**config.mk**
```make
export PLATFORM = sky130hd
export DESIGN_NAME = btx_engine
export DESIGN_NICKNAME = d
export VERILOG_FILES = /design/src/rtl/btx_pkg.sv /design/src/rtl/btx_parity.sv /design/src/rtl/btx_seq.sv /design/src/rtl/btx_engine.sv
export SDC_FILE = /design/constraint.sdc
export NUM_CORES = 1
export LEC_CHECK = 0
export BUFFER_PORTS_ARGS = -buffer_cell sky130_fd_sc_hd__buf_4
export CAP_MARGIN = 30
export CORE_UTILIZATION = 40
export CTS_BUF_LIST = sky130_fd_sc_hd__clkbuf_8
export DETAILED_ROUTE_END_ITERATION = 10
export GPL_ROUTABILITY_DRIVEN = 0
export PLACE_DENSITY = 0.6
export RECOVER_POWER = 50
export SLEW_MARGIN = 5
export SYNTH_ARGS = -nofsm -noshare
export SYNTH_HDL_FRONTEND = slang
export SYNTH_SLANG_ARGS = --single-unit
```
**constraint.sdc**
```tcl
create_clock -name clk -period 4.9 [get_ports clk]
set_input_delay 0.98 -clock clk [delete_from_list [all_inputs] [get_ports clk]]
set_output_delay 0.98 -clock clk [all_outputs]
set_load 0.01 [all_outputs]
```
**src/rtl/btx_pkg.sv**
```systemverilog
package btx_pkg;

    typedef enum logic [1:0] {
        ST_IDLE  = 2'd0,
        ST_READ  = 2'd1,
        ST_WRITE = 2'd2,
        ST_CHECK = 2'd3
    } btx_state_e;

    // Register select codes on the configuration port
    localparam logic [1:0] REG_SRC   = 2'd0;
    localparam logic [1:0] REG_DST   = 2'd1;
    localparam logic [1:0] REG_BYTES = 2'd2;
    localparam logic [1:0] REG_CTRL  = 2'd3;

    // Control register bit positions
    localparam int CTRL_GO_BIT    = 0;
    localparam int CTRL_BCAST_BIT = 1;

endpackage

```
**src/rtl/btx_parity.sv**
```systemverilog
module btx_parity #(
    parameter int  WIDTH = 32,
    parameter bit  ODD   = 1'b0
) (
    input  logic [WIDTH-1:0] data_i,
    output logic             par_o
);

    generate
        if (ODD) begin : g_odd
            assign par_o = ~(^data_i);
        end else begin : g_even
            assign par_o = ^data_i;
        end
    endgenerate

endmodule

```
**src/rtl/btx_seq.sv**
```systemverilog
module btx_seq
    import btx_pkg::*;
#(
    parameter int ADDR_W = 24,
    parameter int DATA_W = 32,
    parameter int WCNT_W = 15
) (
    input  logic              clk,
    input  logic              rst_n,
    input  logic              start_i,
    input  logic              bcast_i,
    input  logic [ADDR_W-1:0] src_base_i,
    input  logic [ADDR_W-1:0] dst_base_i,
    input  logic [WCNT_W-1:0] words_i,
    input  logic              rd_ack_i,
    input  logic [DATA_W-1:0] rd_data_i,
    input  logic              rd_par_ok_i,
    input  logic              wr_ack_i,
    input  logic [WCNT_W-1:0] src_words_i,
    input  logic [WCNT_W-1:0] dst_words_i,
    output logic              rd_req_o,
    output logic [ADDR_W-1:0] rd_addr_o,
    output logic              wr_req_o,
    output logic [ADDR_W-1:0] wr_addr_o,
    output logic [DATA_W-1:0] wr_data_o,
    output logic              wr_ack_o,
    output logic              busy_o,
    output logic              fin_o,
    output logic              fin_par_err_o,
    output logic              fin_src_err_o,
    output logic              fin_dst_err_o
);

    localparam logic [ADDR_W-1:0] STEP = ADDR_W'(DATA_W / 8);

    typedef struct packed {
        btx_state_e        st;
        logic [ADDR_W-1:0] rd_addr;
        logic [ADDR_W-1:0] wr_addr;
        logic [WCNT_W-1:0] left;
        logic [WCNT_W-1:0] total;
        logic [DATA_W-1:0] data;
        logic              bcast;
    } seq_s;

    seq_s seq_d, seq_q;
    logic fin_d, fpar_d, fsrc_d, fdst_d;

    always_comb begin
        seq_d  = seq_q;
        fin_d  = 1'b0;
        fpar_d = 1'b0;
        fsrc_d = 1'b0;
        fdst_d = 1'b0;
        case (seq_q.st)
            ST_IDLE: begin
                if (start_i) begin
                    seq_d.rd_addr = src_base_i;
                    seq_d.wr_addr = dst_base_i;
                    seq_d.left    = words_i;
                    seq_d.total   = words_i;
                    seq_d.bcast   = bcast_i;
                    seq_d.st      = (words_i == '0) ? ST_CHECK : ST_READ;
                end
            end
            ST_READ: begin
                if (rd_ack_i) begin
                    if (!rd_par_ok_i) begin
                        fin_d    = 1'b1;
                        fpar_d   = 1'b1;
                        seq_d.st = ST_IDLE;
                    end else begin
                        seq_d.data    = rd_data_i;
                        seq_d.rd_addr = seq_q.rd_addr + STEP;
                        seq_d.st      = ST_WRITE;
                    end
                end
            end
            ST_WRITE: begin
                if (seq_q.bcast || wr_ack_i) begin
                    seq_d.wr_addr = seq_q.wr_addr + STEP;
                    seq_d.left    = seq_q.left - 1'b1;
                    seq_d.st      = (seq_q.left == WCNT_W'(1)) ? ST_CHECK : ST_READ;
                end
            end
            ST_CHECK: begin
                fin_d    = 1'b1;
                fsrc_d   = (src_words_i != seq_q.total);
                fdst_d   = (dst_words_i != seq_q.total);
                seq_d.st = ST_IDLE;
            end
            default: seq_d.st = ST_IDLE;
        endcase
    end

    always_ff @(posedge clk or negedge rst_n) begin
        if (!rst_n) begin
            seq_q <= '{st: ST_IDLE, default: '0};
        end else begin
            seq_q <= seq_d;
        end
    end

    assign rd_req_o      = (seq_q.st == ST_READ);
    assign rd_addr_o     = seq_q.rd_addr;
    assign wr_req_o      = (seq_q.st == ST_WRITE);
    assign wr_addr_o     = seq_q.wr_addr;
    assign wr_data_o     = seq_q.data;
    assign wr_ack_o      = (seq_q.st == ST_WRITE) && seq_q.bcast;
    assign busy_o        = (seq_q.st != ST_IDLE);
    assign fin_o         = fin_d;
    assign fin_par_err_o = fpar_d;
    assign fin_src_err_o = fsrc_d;
    assign fin_dst_err_o = fdst_d;

endmodule

```
**src/rtl/btx_engine.sv**
```systemverilog
module btx_engine
    import btx_pkg::*;
#(
    parameter int ADDR_W = 24,
    parameter int DATA_W = 32,
    parameter int CNT_W  = 16,
    localparam int BPW_LOG = $clog2(DATA_W / 8),
    localparam int WCNT_W  = CNT_W - BPW_LOG + 1
) (
    input  logic              clk,
    input  logic              rst_n,
    input  logic              cfg_wr_i,
    input  logic [1:0]        cfg_addr_i,
    input  logic [ADDR_W-1:0] cfg_wdata_i,
    output logic              rd_req_o,
    output logic [ADDR_W-1:0] rd_addr_o,
    input  logic              rd_ack_i,
    input  logic [DATA_W-1:0] rd_data_i,
    input  logic              rd_par_i,
    output logic              wr_req_o,
    output logic [ADDR_W-1:0] wr_addr_o,
    output logic [DATA_W-1:0] wr_data_o,
    output logic              wr_par_o,
    input  logic              wr_ack_i,
    output logic              wr_ack_o,
    input  logic [WCNT_W-1:0] src_words_i,
    input  logic [WCNT_W-1:0] dst_words_i,
    output logic              busy_o,
    output logic              done_o,
    output logic              par_err_o,
    output logic              src_cnt_err_o,
    output logic              dst_cnt_err_o,
    output logic              irq_o
);

    localparam logic [CNT_W:0] ROUND_UP = (CNT_W+1)'((1 << BPW_LOG) - 1);

    typedef struct packed {
        logic [ADDR_W-1:0] src;
        logic [ADDR_W-1:0] dst;
        logic [CNT_W-1:0]  bytes;
        logic              done;
        logic              par_err;
        logic              src_err;
        logic              dst_err;
        logic              irq;
    } regs_s;

    regs_s regs_d, regs_q;

    logic              busy;
    logic              start;
    logic              bcast_req;
    logic [WCNT_W-1:0] words;
    logic              rd_par_calc;
    logic              rd_par_ok;
    logic              fin, fin_par, fin_src, fin_dst;

    // Byte count rounded up to whole words
    assign words = WCNT_W'(({1'b0, regs_q.bytes} + ROUND_UP) >> BPW_LOG);

    assign start     = cfg_wr_i && !busy && (cfg_addr_i == REG_CTRL)
                       && cfg_wdata_i[CTRL_GO_BIT];
    assign bcast_req = cfg_wdata_i[CTRL_BCAST_BIT];

    always_comb begin
        regs_d = regs_q;
        if (cfg_wr_i && !busy) begin
            case (cfg_addr_i)
                REG_SRC:   regs_d.src   = cfg_wdata_i;
                REG_DST:   regs_d.dst   = cfg_wdata_i;
                REG_BYTES: regs_d.bytes = cfg_wdata_i[CNT_W-1:0];
                default: ;
            endcase
        end
        if (start) begin
            regs_d.done    = 1'b0;
            regs_d.par_err = 1'b0;
            regs_d.src_err = 1'b0;
            regs_d.dst_err = 1'b0;
            regs_d.irq     = 1'b0;
        end
        if (fin) begin
            regs_d.done    = 1'b1;
            regs_d.par_err = fin_par;
            regs_d.src_err = fin_src;
            regs_d.dst_err = fin_dst;
            regs_d.irq     = 1'b1;
        end
    end

    always_ff @(posedge clk or negedge rst_n) begin
        if (!rst_n) begin
            regs_q <= '0;
        end else begin
            regs_q <= regs_d;
        end
    end

    btx_parity #(.WIDTH(DATA_W), .ODD(1'b0)) u_rd_par (
        .data_i (rd_data_i),
        .par_o  (rd_par_calc)
    );

    assign rd_par_ok = (rd_par_calc == rd_par_i);

    btx_parity #(.WIDTH(DATA_W), .ODD(1'b0)) u_wr_par (
        .data_i (wr_data_o),
        .par_o  (wr_par_o)
    );

    btx_seq #(
        .ADDR_W (ADDR_W),
        .DATA_W (DATA_W),
        .WCNT_W (WCNT_W)
    ) u_seq (
        .clk           (clk),
        .rst_n         (rst_n),
        .start_i       (start),
        .bcast_i       (bcast_req),
        .src_base_i    (regs_q.src),
        .dst_base_i    (regs_q.dst),
        .words_i       (words),
        .rd_ack_i      (rd_ack_i),
        .rd_data_i     (rd_data_i),
        .rd_par_ok_i   (rd_par_ok),
        .wr_ack_i      (wr_ack_i),
        .src_words_i   (src_words_i),
        .dst_words_i   (dst_words_i),
        .rd_req_o      (rd_req_o),
        .rd_addr_o     (rd_addr_o),
        .wr_req_o      (wr_req_o),
        .wr_addr_o     (wr_addr_o),
        .wr_data_o     (wr_data_o),
        .wr_ack_o      (wr_ack_o),
        .busy_o        (busy),
        .fin_o         (fin),
        .fin_par_err_o (fin_par),
        .fin_src_err_o (fin_src),
        .fin_dst_err_o (fin_dst)
    );

    assign busy_o        = busy;
    assign done_o        = regs_q.done;
    assign par_err_o     = regs_q.par_err;
    assign src_cnt_err_o = regs_q.src_err;
    assign dst_cnt_err_o = regs_q.dst_err;
    assign irq_o         = regs_q.irq;

endmodule

```
==> qor.txt <==
Post-Syn Area per Cell -> 10.1 µm²
Final min period -> 3.82 ns
Pre-antenna DRT Iters -> 5
Post-CTS setup-driven buffer insertion count -> 0
Setup_tns -> 0 ns
Detailed Place HPWL -> 18100 µm
Slew Viols, Final -> 82
First-pass GRT wire length -> 39200 µm
Top delay family on crit path -> buffers and inverters
Diodes inserted -> 0
Final WL -> 24600 µm
Mapped Nets -> 1080
CTS sink count -> 181
Count leader, synth -> dfrtp_1
Seq/Total Area, Yosys -> 45.5%
Later-pin clock latency in the skew report -> 0.46 ns
Leading area contributor after synthesis -> dfrtp_1
Buf+Inv Stages, Crit Path -> 5
Final net count -> 1174
Initial antenna violation count -> 0
Routed Antenna Nets -> 0
Crit Path Max Fanout -> 45
DR vias/cell -> 5.32
Multi-input logic area -> 4610 µm²
Post-cts sizing count -> 0
Clock Skews -> 0.0170 ns
Number of global-route vias before repair -> 7233
Async SR Flop Fraction -> 100%
Clock Pin Slew Worst Setup and Hold Paths -> 0.09 ns
Setup violators final -> 0
Tcrit/Tclk final -> 78.1%
Sequential cell area -> 4530 µm²
Die X -> 160 µm
CTS tree -> built
Ratio of cells with drive above 1 in the final layout -> 28.6%
Syn. warnings -> 0
Port-buffer cells -> 183
WP data arrival -> 2.84 ns
Buffer depth of the longest clock path -> 2
Die Ht -> 160 µm
Min-Delay Path Class -> reg -> reg
Hold Buf Count CTS -> 0
CP Launch Type -> register
CP required -> 3.92 ns
Commonest cells in the netlist -> 181 x dfrtp_1, 98 x mux2_2, 88 x nand2_1, 87 x xnor2_1, 84 x buf_4
Max Cap Violations -> 1
Leakage -> 4.91 nW
IO Pins -> 184
H-tree depth -> 4
Filler cells -> 2367
CP max-delay cell -> dfrtp_1
GR Overflow Total -> 0
Power per cell area -> 569 nW/µm²
CP Class -> reg -> out
Num rows -> 57
R2R Setup Slk -> 1.58 ns
Worst Max-Slew Pin Slew -> 2.01 ns
Peak VDD IR -> 0.645 mV
Crit-path cells -> clkinv_1 -> nand2_1 -> buf_4 -> clkinv_1 -> buf_4 -> and2_1 -> buf_4
Drt first-iter violations -> 502
Status -> finished, violations left
Core Area -> 24400 µm²
Crit. End Element -> primary output
DR vias -> 7524
Synthesized cell area -> 9960 µm²
WL per Instance -> 17.4 µm
Slowest stage delay, CP -> 0.78 ns
Post-layout util -> 46.9%
Largest net degree at the start of global routing -> 102
# DRC -> 0
Post-synthesis cell count -> 982
Cell mode on critical path -> buf_4
Cell variety after synth -> 61
Max Clock Freq -> 261 MHz
Prevailing post-synth register cell -> dfrtp_1
Failing checks -> capacitance limit, slew limit
Design Power -> 6.51 mW
RSZ-0062 raised after global routing -> false
Initial Util -> 40.8%
Num CTS Buffers -> 17
Final hold viol count -> 0
Ranking of synthesized cells by area -> dfrtp_1 45%, mux2_2 11%, xnor2_1 7.7%
GRT Util Overall -> 19.4%
Post-synth EDFFs -> 0
Top cell type's share of synthesized area -> 45.5%
CTS root buf -> clkbuf_8
Area grow syn2layout -> 14.9%
Synth Register Bits -> 181
Max transition margin -> -34.1%
Die area -> 25500 µm²
-- worst min-delay path, stage by stage (launching register included) --
cell,delay [ns]
dfrtp_1,0.35
nand2_1,0.04
o21ai_0,0.06
-- sequential cells by signal (all words and copies together), names as in the netlist --
signal           count
done_o               1
dst_cnt_err_o        1
par_err_o            1
regs_q              64
src_cnt_err_o        1
u_seq.rd_addr_o     24
u_seq.seq_q         33
u_seq.wr_addr_o     24
u_seq.wr_data_o     32
-- logic make-up after synthesis --
logic type / count (synthesis) / synth area share [%]
fa+ha+maj: 4 / 0.503
flops: 181 / 45.5
simple gates: 255 / 12.0
compound gates: 200 / 12.8
buf+inv: 137 / 8.46
mux: 99 / 11.2
xor+xnor: 106 / 9.63
-- layout by cell type, fill, tap and decap left out, types with 4 or more instances in the layout --
cell      synthesis  routed
a211oi_1          7       6
a21o_1            6       6
a21oi_1          55      55
a221oi_1          7       7
a22oi_1           6       6
a31oi_1          12      12
a32o_1            7       7
and2_1            6       6
and3_1            6       6
buf_4            84     164
clkbuf_1         32      29
clkbuf_8          0      21
dfrtp_1         181     181
ha_1              4       4
inv_1            13      13
inv_6             0       6
mux2_2           98      98
nand2_1          88      88
nand2b_1          4       4
nand3_1          28      28
nand4_1          17      17
nor2_1           63      62
nor3_1           16      15
nor4_1           10      10
o211ai_1          4       4
o21ai_0          56      56
o22ai_1           8       8
o31ai_1           5       5
or3_1             5       5
xnor2_1          87      87
xor2_1           16      16
-- area by class of cell --
class	instances	area share, %
Multi-Input combinational cell	664	40.3
Sequential cell	181	39.6
Timing Repair Buffer	197	12.1
Tap cell	324	3.54
Clock buffer	21	2.53
Clock inverter	11	1.40
Inverter	15	0.492
-- final timing paths --
| path | from | endpoint | depth (start not counted) |
|---|---|---|---|
| worst min-delay path | u_seq.wr_addr_o[0] | u_seq.wr_addr_o[0] | 2 |
| worst max-delay path | u_seq.seq_q[111] | wr_ack_o | 7 |
| worst max register to register | u_seq.seq_q[111] | u_seq.seq_q[61] | 7 |
| min in group asynchronous | rst_n | u_seq.seq_q[42] | 1 |
| max in group asynchronous | rst_n | u_seq.rd_addr_o[16] | 2 |
| worst min register to register | u_seq.wr_addr_o[0] | u_seq.wr_addr_o[0] | 2 |
-- metal layers --
layer  up-vias  wire length, µm  track usage (%)
met1      3678            11000             26.1
met2       222            11700             31.0
met4         0              469             6.28
met3        28             1440             4.23
li1       3596                -                -
met5         -                0                0
-- where the power goes --
group	switching, mW	total, mW	internal (mW)
Sequential	0.542	2.54	2.00
Clock	0.572	1.14	0.572
Combinational	1.34	2.82	1.48
Total	2.46	6.51	4.05
-- metrics by stage --
stage                     area [µm²]  hold WS [ns]  cells  setup slack [ns]
final                          11400         0.484   1413              1.08
after global routing           11400         0.512   1413             0.751
after CTS                      11600         0.498   1412              1.07
after detailed placement       11100         0.477   1380              1.18
after global placement         11100         0.468   1379              1.22
after floorplan                 9960         0.451    982              1.93
Note: power is estimated with default switching activity, not from simulation.
